**src/rtl/dmac_slice_pkg.sv**
```systemverilog
package dmac_slice_pkg;

  typedef enum logic [1:0] {
    DM_HOLD = 2'b00,
    DM_UP   = 2'b01,
    DM_DOWN = 2'b10,
    DM_RSVD = 2'b11
  } dmode_e;

  typedef enum logic [1:0] {
    SZ_BYTE = 2'b00,
    SZ_HALF = 2'b01,
    SZ_WORD = 2'b10,
    SZ_BLK  = 2'b11
  } xsize_e;

  typedef struct packed {
    logic   ack_lvl;   // bit 3: 1 = high-active acknowledge
    logic   ack_wr;    // bit 2: 1 = acknowledge in write phase (dual mode)
    dmode_e dmode;     // bits 1:0
  } ctrl_t;

  localparam int CTRL_W = $bits(ctrl_t);
  localparam int STEP_W = 5;

  function automatic logic [STEP_W-1:0] step_mag(input xsize_e sz);
    logic [STEP_W-1:0] m;
    case (sz)
      SZ_BYTE: m = 5'd1;
      SZ_HALF: m = 5'd2;
      SZ_WORD: m = 5'd4;
      default: m = 5'd16;
    endcase
    return m;
  endfunction

  function automatic logic combo_bad(input dmode_e dm, input xsize_e sz, input logic xy);
    logic bad;
    case (dm)
      DM_RSVD: bad = 1'b1;
      DM_DOWN: bad = (sz == SZ_BLK);
      DM_HOLD: bad = (sz == SZ_BLK) && xy;
      default: bad = 1'b0;
    endcase
    return bad;
  endfunction

endpackage

```
**src/rtl/slice_ctrl_reg.sv**
```systemverilog
module slice_ctrl_reg
  import dmac_slice_pkg::*;
#(
  parameter int CH_ID = 0
) (
  input  logic              clk,
  input  logic              rst_n,
  input  logic              wr_ctrl,
  input  logic [CTRL_W-1:0] wdata,
  output ctrl_t             ctrl_q
);

  // Acknowledge options survive only on channel 0.
  localparam logic [CTRL_W-1:0] WMASK = (CH_ID == 0) ? {CTRL_W{1'b1}} : 4'b0011;

  ctrl_t ctrl_r;

  always_ff @(posedge clk) begin
    if (!rst_n)       ctrl_r <= '0;
    else if (wr_ctrl) ctrl_r <= ctrl_t'(wdata & WMASK);
  end

  assign ctrl_q = ctrl_r;

  generate
    if (CH_ID != 0) begin : g_raz_chk
      AST_RAZ_BITS: assert property (@(posedge clk) disable iff (!rst_n)
        wr_ctrl |=> (ctrl_q.ack_wr == 1'b0) && (ctrl_q.ack_lvl == 1'b0));
    end
  endgenerate

endmodule

```
**src/rtl/slice_dst_step.sv**
```systemverilog
module slice_dst_step
  import dmac_slice_pkg::*;
#(
  parameter int ADDR_W = 32
) (
  input  logic [ADDR_W-1:0] cur,
  input  dmode_e            dmode,
  input  xsize_e            xsize,
  input  logic              xy,
  output logic [ADDR_W-1:0] nxt,
  output logic              bad
);

  localparam int PAD_W = ADDR_W - STEP_W;

  logic [ADDR_W-1:0] step_ext;

  always_comb begin
    step_ext = {{PAD_W{1'b0}}, step_mag(xsize)};
    bad      = combo_bad(dmode, xsize, xy);
    case (dmode)
      DM_UP:   nxt = cur + step_ext;
      DM_DOWN: nxt = cur - step_ext;
      default: nxt = cur;
    endcase
  end

endmodule

```
**src/rtl/slice_dst_track.sv**
```systemverilog
module slice_dst_track #(
  parameter int ADDR_W = 32
) (
  input  logic              clk,
  input  logic              rst_n,
  input  logic              load,
  input  logic [ADDR_W-1:0] load_val,
  input  logic              ctrl_wr,
  input  logic              beat,
  input  logic              bad,
  input  logic [ADDR_W-1:0] nxt,
  output logic [ADDR_W-1:0] addr,
  output logic              err
);

  always_ff @(posedge clk) begin
    if (!rst_n) begin
      addr <= '0;
    end else if (load) begin
      addr <= load_val;
    end else if (beat && !bad) begin
      addr <= nxt;
    end
  end

  always_ff @(posedge clk) begin
    if (!rst_n)            err <= 1'b0;
    else if (beat && bad)  err <= 1'b1;
    else if (ctrl_wr)      err <= 1'b0;
  end

  AST_BAD_HOLDS: assert property (@(posedge clk) disable iff (!rst_n)
    (beat && bad && !load) |=> (addr == $past(addr)) && err);
  AST_ERR_CLEARS: assert property (@(posedge clk) disable iff (!rst_n)
    (ctrl_wr && !(beat && bad)) |=> !err);
  AST_ADDR_QUIET: assert property (@(posedge clk) disable iff (!rst_n)
    (!beat && !load) |=> $stable(addr));
  AST_ERR_STICKY: assert property (@(posedge clk) disable iff (!rst_n)
    (err && !ctrl_wr) |=> err);

endmodule

```
**src/rtl/slice_dack_gen.sv**
```systemverilog
module slice_dack_gen (
  input  logic clk,
  input  logic rst_n,
  input  logic active,
  input  logic dual,
  input  logic ack_wr,
  input  logic ack_lvl,
  input  logic rd_ph,
  input  logic wr_ph,
  output logic dack_o
);

  logic hit;

  always_comb begin
    if (!active)   hit = 1'b0;
    else if (dual) hit = ack_wr ? wr_ph : rd_ph;
    else           hit = rd_ph | wr_ph;
  end

  always_ff @(posedge clk) begin
    if (!rst_n) dack_o <= 1'b1;
    else        dack_o <= ack_lvl ? hit : ~hit;
  end

  AST_IDLE_LEVEL: assert property (@(posedge clk) disable iff (!rst_n)
    !active |=> (dack_o == ~$past(ack_lvl)));
  AST_SINGLE_ANY: assert property (@(posedge clk) disable iff (!rst_n)
    (active && !dual && (rd_ph || wr_ph)) |=> (dack_o == $past(ack_lvl)));

endmodule

```
**src/rtl/dma_chan_slice.sv**
```systemverilog
module dma_chan_slice
  import dmac_slice_pkg::*;
#(
  parameter int CH_ID  = 0,
  parameter int ADDR_W = 32
) (
  input  logic              clk,
  input  logic              rst_n,
  input  logic              reg_wr,
  input  logic              reg_sel,
  input  logic [ADDR_W-1:0] reg_wdata,
  input  logic [1:0]        xfer_size,
  input  logic              dual_addr,
  input  logic              dst_xy,
  input  logic              chan_active,
  input  logic              rd_phase,
  input  logic              wr_phase,
  input  logic              beat_done,
  output logic [ADDR_W-1:0] dst_addr,
  output logic [3:0]        ctrl_rd,
  output logic              dack,
  output logic              cfg_err
);

  ctrl_t             ctrl_q;
  logic              ctrl_wr, addr_wr;
  logic [ADDR_W-1:0] nxt_addr;
  logic              bad_combo;
  xsize_e            sz;

  assign ctrl_wr = reg_wr && !reg_sel;
  assign addr_wr = reg_wr &&  reg_sel;
  assign sz      = xsize_e'(xfer_size);

  slice_ctrl_reg #(.CH_ID(CH_ID)) u_ctrl (
    .clk     (clk),
    .rst_n   (rst_n),
    .wr_ctrl (ctrl_wr),
    .wdata   (reg_wdata[CTRL_W-1:0]),
    .ctrl_q  (ctrl_q)
  );

  slice_dst_step #(.ADDR_W(ADDR_W)) u_step (
    .cur   (dst_addr),
    .dmode (ctrl_q.dmode),
    .xsize (sz),
    .xy    (dst_xy),
    .nxt   (nxt_addr),
    .bad   (bad_combo)
  );

  slice_dst_track #(.ADDR_W(ADDR_W)) u_track (
    .clk      (clk),
    .rst_n    (rst_n),
    .load     (addr_wr),
    .load_val (reg_wdata),
    .ctrl_wr  (ctrl_wr),
    .beat     (beat_done),
    .bad      (bad_combo),
    .nxt      (nxt_addr),
    .addr     (dst_addr),
    .err      (cfg_err)
  );

  slice_dack_gen u_dack (
    .clk     (clk),
    .rst_n   (rst_n),
    .active  (chan_active),
    .dual    (dual_addr),
    .ack_wr  (ctrl_q.ack_wr),
    .ack_lvl (ctrl_q.ack_lvl),
    .rd_ph   (rd_phase),
    .wr_ph   (wr_phase),
    .dack_o  (dack)
  );

  assign ctrl_rd = ctrl_q;

  AST_UP_STEP: assert property (@(posedge clk) disable iff (!rst_n)
    (beat_done && !addr_wr && !bad_combo && ctrl_q.dmode == DM_UP)
      |=> ((dst_addr - $past(dst_addr)) inside {1, 2, 4, 16}));
  AST_DOWN_STEP: assert property (@(posedge clk) disable iff (!rst_n)
    (beat_done && !addr_wr && !bad_combo && ctrl_q.dmode == DM_DOWN)
      |=> (($past(dst_addr) - dst_addr) inside {1, 2, 4}));
  AST_HOLD_MODE: assert property (@(posedge clk) disable iff (!rst_n)
    (beat_done && !addr_wr && ctrl_q.dmode == DM_HOLD) |=> $stable(dst_addr));

endmodule

```
**config.mk**
```make
export PLATFORM = sky130hd
export DESIGN_NAME = dma_chan_slice
export DESIGN_NICKNAME = d
export VERILOG_FILES = /design/src/rtl/dmac_slice_pkg.sv /design/src/rtl/slice_ctrl_reg.sv /design/src/rtl/slice_dst_step.sv /design/src/rtl/slice_dst_track.sv /design/src/rtl/slice_dack_gen.sv /design/src/rtl/dma_chan_slice.sv
export SDC_FILE = /design/constraint.sdc
export NUM_CORES = 1
export LEC_CHECK = 0
export BUFFER_PORTS_ARGS = -buffer_cell sky130_fd_sc_hd__buf_2
export CAP_MARGIN = 20
export CORE_ASPECT_RATIO = 1.1
export CORE_MARGIN = 2
export CORE_UTILIZATION = 41
export CTS_BUF_LIST = sky130_fd_sc_hd__clkbuf_16
export DETAILED_ROUTE_END_ITERATION = 8
export PLACE_DENSITY = 0.71
export REMOVE_ABC_BUFFERS = 1
export SLEW_MARGIN = 20
export SYNTH_ARGS = -nofsm -noshare
export SYNTH_HDL_FRONTEND = slang
export SYNTH_SLANG_ARGS = --single-unit
```
**constraint.sdc**
```tcl
create_clock -name clk -period 5.15 [get_ports clk]
set_clock_uncertainty 0.2 [all_clocks]
set_input_delay 1.03 -clock clk [delete_from_list [all_inputs] [get_ports clk]]
set_output_delay 1.03 -clock clk [all_outputs]
set_load 0.02 [all_outputs]
```
==> Word-level counts from Yosys, hierarchy flattened <==
Index checks and enable logic that the tools add are counted.
{ "classes": {"addsub": 2, "eq_ne": 6, "n_mux": 11, "bitwise": 2, "n_reduce_logical": 13} }
{ "op_table": {"columns": ["cell", "count"], "rows": [
  ["2-to-1 mux 32 bit", 2],
  ["case mux 32 bit (2 select lines)", 1],
  ["adder 32 x 5 -> 32 bit", 1],
  ["subtractor 32 x 5 -> 32 bit", 1],
  ["case mux 5 bit (3 select lines)", 1],
  ["== test 2 bit (second input constant)", 4],
  ["2-to-1 mux 1 bit", 6],
  ["logical AND 1 bit", 5],
  ["== test 2 x 1 -> 1 bit (second input constant)", 2],
  ["zero test 2 bit", 2],
  ["nonzero test 2 bit", 2],
  ["case mux 1 bit (3 select lines)", 1],
  ["nonzero test 3 bit", 1],
  ["zero test 1 bit", 2],
  ["AND reduction 2 bit", 1],
  ["NOT 1 bit", 1],
  ["bitwise OR 1 bit", 1]
]} }
{ "totals": {"register_bits": 38} }

==> Longest topological paths before layout <==
{ "depth": {"depth_word": 7, "ltp_mapped": 14, "mapped_depth_nobuf": 13} }

==> Modules after synthesis <==
Synthesis repeated with hierarchy kept, for this count alone.
{ "hier_totals": {"hier_cells": 466, "area_unflattened_um2": 3916.3} }
{ "modules_own_cells": {"columns": ["module", "n_inst", "cells_per_inst", "area_per_inst_um2", "seq_area_each_um2"], "rows": [
  ["slice_dst_step", 1, 297, 2234.6, 0.0],
  ["slice_dst_track", 1, 147, 1441.4, 660.6],
  ["slice_ctrl_reg", 1, 13, 156.4, 80.1],
  ["slice_dack_gen", 1, 7, 67.6, 20.0],
  ["dma_chan_slice", 1, 2, 16.3, 0.0]
]} }

==> Worst setup path after synthesis <==
No wires, ideal clock.
{ "synth_path": {"path_type": "register -> register", "startpoint": "reg u_ctrl.ctrl_r (netlist bit u_ctrl.ctrl_q[0])", "endpoint": "reg u_track.addr[31]", "setup_time_ns": 0.123, "arrival_ns": 3.739, "required_ns": 4.827, "setup_slack_ns": 1.088, "path_stages_with_launch": 14, "n_path_buf": 1, "synth_period_minus_slack_ns": 4.062, "path_cell_list": "dfxtp_1 -> nand2b_1 -> clkbuf_1 -> inv_1 -> ha_1 -> o21ai_2 -> a211o_1 -> a31o_4 -> a31oi_4 -> a211oi_2 -> o211a_1 -> or4_1 -> a21boi_1 -> mux2_1"} }
{ "synth_between": {"elab_chain_len": 6, "elab_cells_between_ends": 13, "classes_between": "eq/ne (3); mux (4); reduce/logical (6)"} }
{ "synth_lines": {"columns": ["item", "line", "text"], "rows": [
  ["from (decl)", "slice_ctrl_reg.sv:16", "ctrl_t ctrl_r;"],
  ["from (signal assigned)", "slice_ctrl_reg.sv:20", "else if (wr_ctrl) ctrl_r <= ctrl_t'(wdata & WMASK);"],
  ["== test 2 bit (tied with other cells)", "dmac_slice_pkg.sv:39, slice_dst_step.sv:21", null],
  ["case mux 1 bit (3 select lines)", "dmac_slice_pkg.sv:39", "case (dm)"],
  ["zero test 1 bit", "slice_dst_track.sv:21", "end else if (beat && !bad) begin"],
  ["logical AND 1 bit", "slice_dst_track.sv:21", null],
  ["nonzero test 2 bit (no source line)", null, null],
  ["AND reduction 2 bit (no source line)", null, null],
  ["to (signal assigned)", "slice_dst_track.sv:20", "addr <= load_val;"],
  ["to (signal assigned)", "slice_dst_track.sv:22", "addr <= nxt;"],
  ["to (decl)", "slice_dst_track.sv:12", "output logic [ADDR_W-1:0] addr,"]
]} }
Parallel ways exist; a longest one is shown, timed or not. The select of a mux whose other input is x is not followed.
A chain may end at the register's enable or synchronous reset.

==> Worst setup path in the final report <==
Same ends and word-level chain as after synthesis.

==> results_dict.tcl <==
set metrics [dict create \
    p_sw_share_pct 32.10 \
    track_usage_pct 19.68 \
    syn_inst 458 \
    critPathSlowestCell "ha_1" \
    ant_nets 0 \
    ff2ff_setup_slack_ns 1.11 \
    power_density_nw_per_um2 238.0 \
    final.min_clock_period_ns 4.044 \
    startpoint_type "flop" \
    post_cts_buffers 0 \
    synth_ff_type "dfxtp_1" \
    fin_hold_ws_ns 0.2741 \
    layout-drive-gt1-share_pct 20.23 \
    cp_num_buf_inv 1 \
    globalplace.congestion 0.9092 \
    final_cell_area_um2 4031 \
    cap_viol_max_count 0 \
    fin_tns_setup_ns 0 \
    p_sw_uw 308.0 \
    vias 3502 \
    fp.coreArea_um2 7998 \
    whs_endpoint "u_track.err" \
    crit_path_end_kind "flop" \
    dieArea_um2 9088 \
    ctsResizeCount 0 \
    grt_pass1_vias 3236 \
    post-route-util_pct 50.41 \
    whs_path_depth 2 \
    rr_endpoint "u_track.addr[31]" \
    total_leakage_power_nw 1.962 \
    fmax_mhz 247.3 \
    antenna_found_initial 0 \
    critical_path.top_delay_family "compound AO/OA/AOI/OAI gates" \
    gr-total-overflow 0 \
    vdd_drop_max_mv 0.1138 \
    dp.cells 619 \
    insertion_delay_ns 0.28 \
    die_h_um 99.79 \
    wl_um 9083 \
    cts_tree "yes" \
    dpl-instance-area_um2 3866 \
    hpwl_um 6684 \
    status "finished, final reports clean" \
    synth_area_per_cell_um2 7.466 \
    grt_pass1_wl_um 15120 \
    r2r_cells 12 \
    cp_max_fo 14 \
    routed_via_density 5.585 \
    final_cells 627 \
    initialDrtViolationCount 166 \
    nets 594 \
    maxSlewViolCount 0 \
    syn-cell-area_um2 3420 \
    grt_max_degree 48 \
    required_ns 5.12 \
    hold_buffers 0 \
    ys_seq_area_share_pct 22.25 \
    relSlewSlack_pct 45.89 \
    cts_htree_levels 2 \
    setup_ws_ns 1.106 \
    port_buffers 81 \
    synth_cell_types 54 \
    synth-edff-count 0 \
    p_total_uw 959.5 \
    pwr-share-clk_pct 36.6 \
    clockBufferDepth 2 \
    syn2layout_area_growth_pct 17.89 \
    hold_viol 0 \
    combPwrFrac_pct 28.6 \
    post-route-drc-count 0 \
    path_clk_slew_ns 0.06 \
    async_flop_share_pct 0 \
    initial_core_util_pct 42.76 \
    dr.pass1.iters 4 \
    dp_slack_ns 0.9131 \
    cp.arrival_ns 4.01 \
    seq_power_share_pct 34.8 \
    slowest_delay_ns 0.50 \
    dieWidth_um 91.08 \
    cts_buffers 5 \
    clkSinkCount 38 \
    diodes 0 \
    wl_per_cell_um 14.49 \
    power.internal_uw 651.5 \
    worstSetupPathType "reg -> reg" \
    pin_count 82 \
    ys_ff_latch 38 \
    period_share_pct 78.52 \
    max_slew.worst_pin.slew_ns 0.8117 \
    layout_commonest_cell "buf_2" \
    cts_root_buf "clkbuf_16" \
    rr_startpoint "u_ctrl.ctrl_q[0]" \
    worstHoldStart "u_track.err" \
    path_cells "nand2b_1 -> inv_1 -> ha_1 -> o21ai_2 -> a211o_1 -> a31o_4 -> a31oi_4 -> a211oi_2 -> o211a_1 -> or4_1 -> a21boi_1 -> mux2_1" \
    hold_path_class "reg -> reg" \
    setup_violations 0 \
    rows 34 \
    ys_warn_count 0 \
    rsz0062_at_grt "false" \
    layout_common_cells "81 x buf_2, 64 x nand2_1, 57 x a21oi_1" \
]
-- final cells by class --
class,instances,area (um^2)
fill,839,3966
clock buffer,5,125.1
multi-input combinational,376,2490
timing repair buffer,85,435.4
tap,108,135.1
clock inverter,3,40.04
inverter,12,45.04
sequential,38,760.7
-- cells by family after synthesis --
group,share of synthesized area [%]
AO/OA/AOI/OAI,33.88
XOR/XNOR,6.147
adder cells (fa/ha/maj),11.93
buffers and inverters,5.049
flip-flops,22.25
multiplexers,2.708
AND/OR/NAND/NOR,18.04
-- how the worst max path moves through the flow --
| stage | from | to | slack, ns | depth (start not counted) |
|---|---|---|---|---|
| 2_1_floorplan | xfer_size[0] | u_track.addr[31] | 0.97 | 8 |
| 3_3_place_gp | xfer_size[1] | u_track.addr[28] | 0.97 | 14 |
| 3_5_place_dp | xfer_size[1] | u_track.addr[28] | 0.91 | 14 |
| 4_1_cts | u_ctrl.ctrl_q[0] | u_track.addr[31] | 1.08 | 12 |
| 5_1_grt | u_ctrl.ctrl_q[0] | u_track.addr[30] | 0.70 | 12 |
| 6_report | u_ctrl.ctrl_q[0] | u_track.addr[31] | 1.11 | 12 |
-- power groups by stage --
stage | logic, mW | registers (mW) | clock network [mW]
after floorplan | 0.165 | 0.364 | 0
after global routing | 0.303 | 0.337 | 0.375
after global placement | 0.268 | 0.340 | 0
after CTS | 0.274 | 0.334 | 0.359
after detailed placement | 0.272 | 0.341 | 0
final | 0.274 | 0.334 | 0.351
-- Yosys cell counts, drive strengths merged (8+ instances only) --
| cell | n | area (um^2) |
|---|---|---|
| a21o | 19 | 143.9 |
| xnor2 | 13 | 113.9 |
| ha | 31 | 387.9 |
| a311oi | 9 | 78.83 |
| o211a | 8 | 80.08 |
| clkbuf | 28 | 105.1 |
| dfxtp | 38 | 760.7 |
| nand2 | 64 | 240.2 |
| o211ai | 14 | 105.1 |
| inv | 12 | 45.04 |
| xor2 | 11 | 96.34 |
| nand3 | 9 | 45.04 |
| nor2 | 28 | 105.1 |
| a21oi | 57 | 285.3 |
| o21ai | 34 | 173.9 |
-- per-layer routing --
layer,wire length (um),up-vias,part of all wire (%),track usage [%]
met4,78,0,0.86,4.545
met5,0,-,0,0
met2,4504,76,50,34.81
li1,-,1790,-,-
met3,396,6,4.4,2.778
met1,4103,1630,45,25.48
-- worst register-to-register path: stages, from the launching register on --
cell and delay, ns:
dfxtp_1 0.40, nand2b_1 0.30, inv_1 0.32, ha_1 0.50, o21ai_2 0.09, a211o_1 0.31
a31o_4 0.23, a31oi_4 0.22, a211oi_2 0.13, o211a_1 0.25, or4_1 0.50, a21boi_1 0.17
mux2_1 0.33
-- registers in the layout, indices dropped and copies added, names as in the netlist --
name,flops
u_ctrl.ctrl_q,4
u_dack.dack_o,1
u_track.addr,32
u_track.err,1
Note: power is estimated with default switching activity, not from simulation.
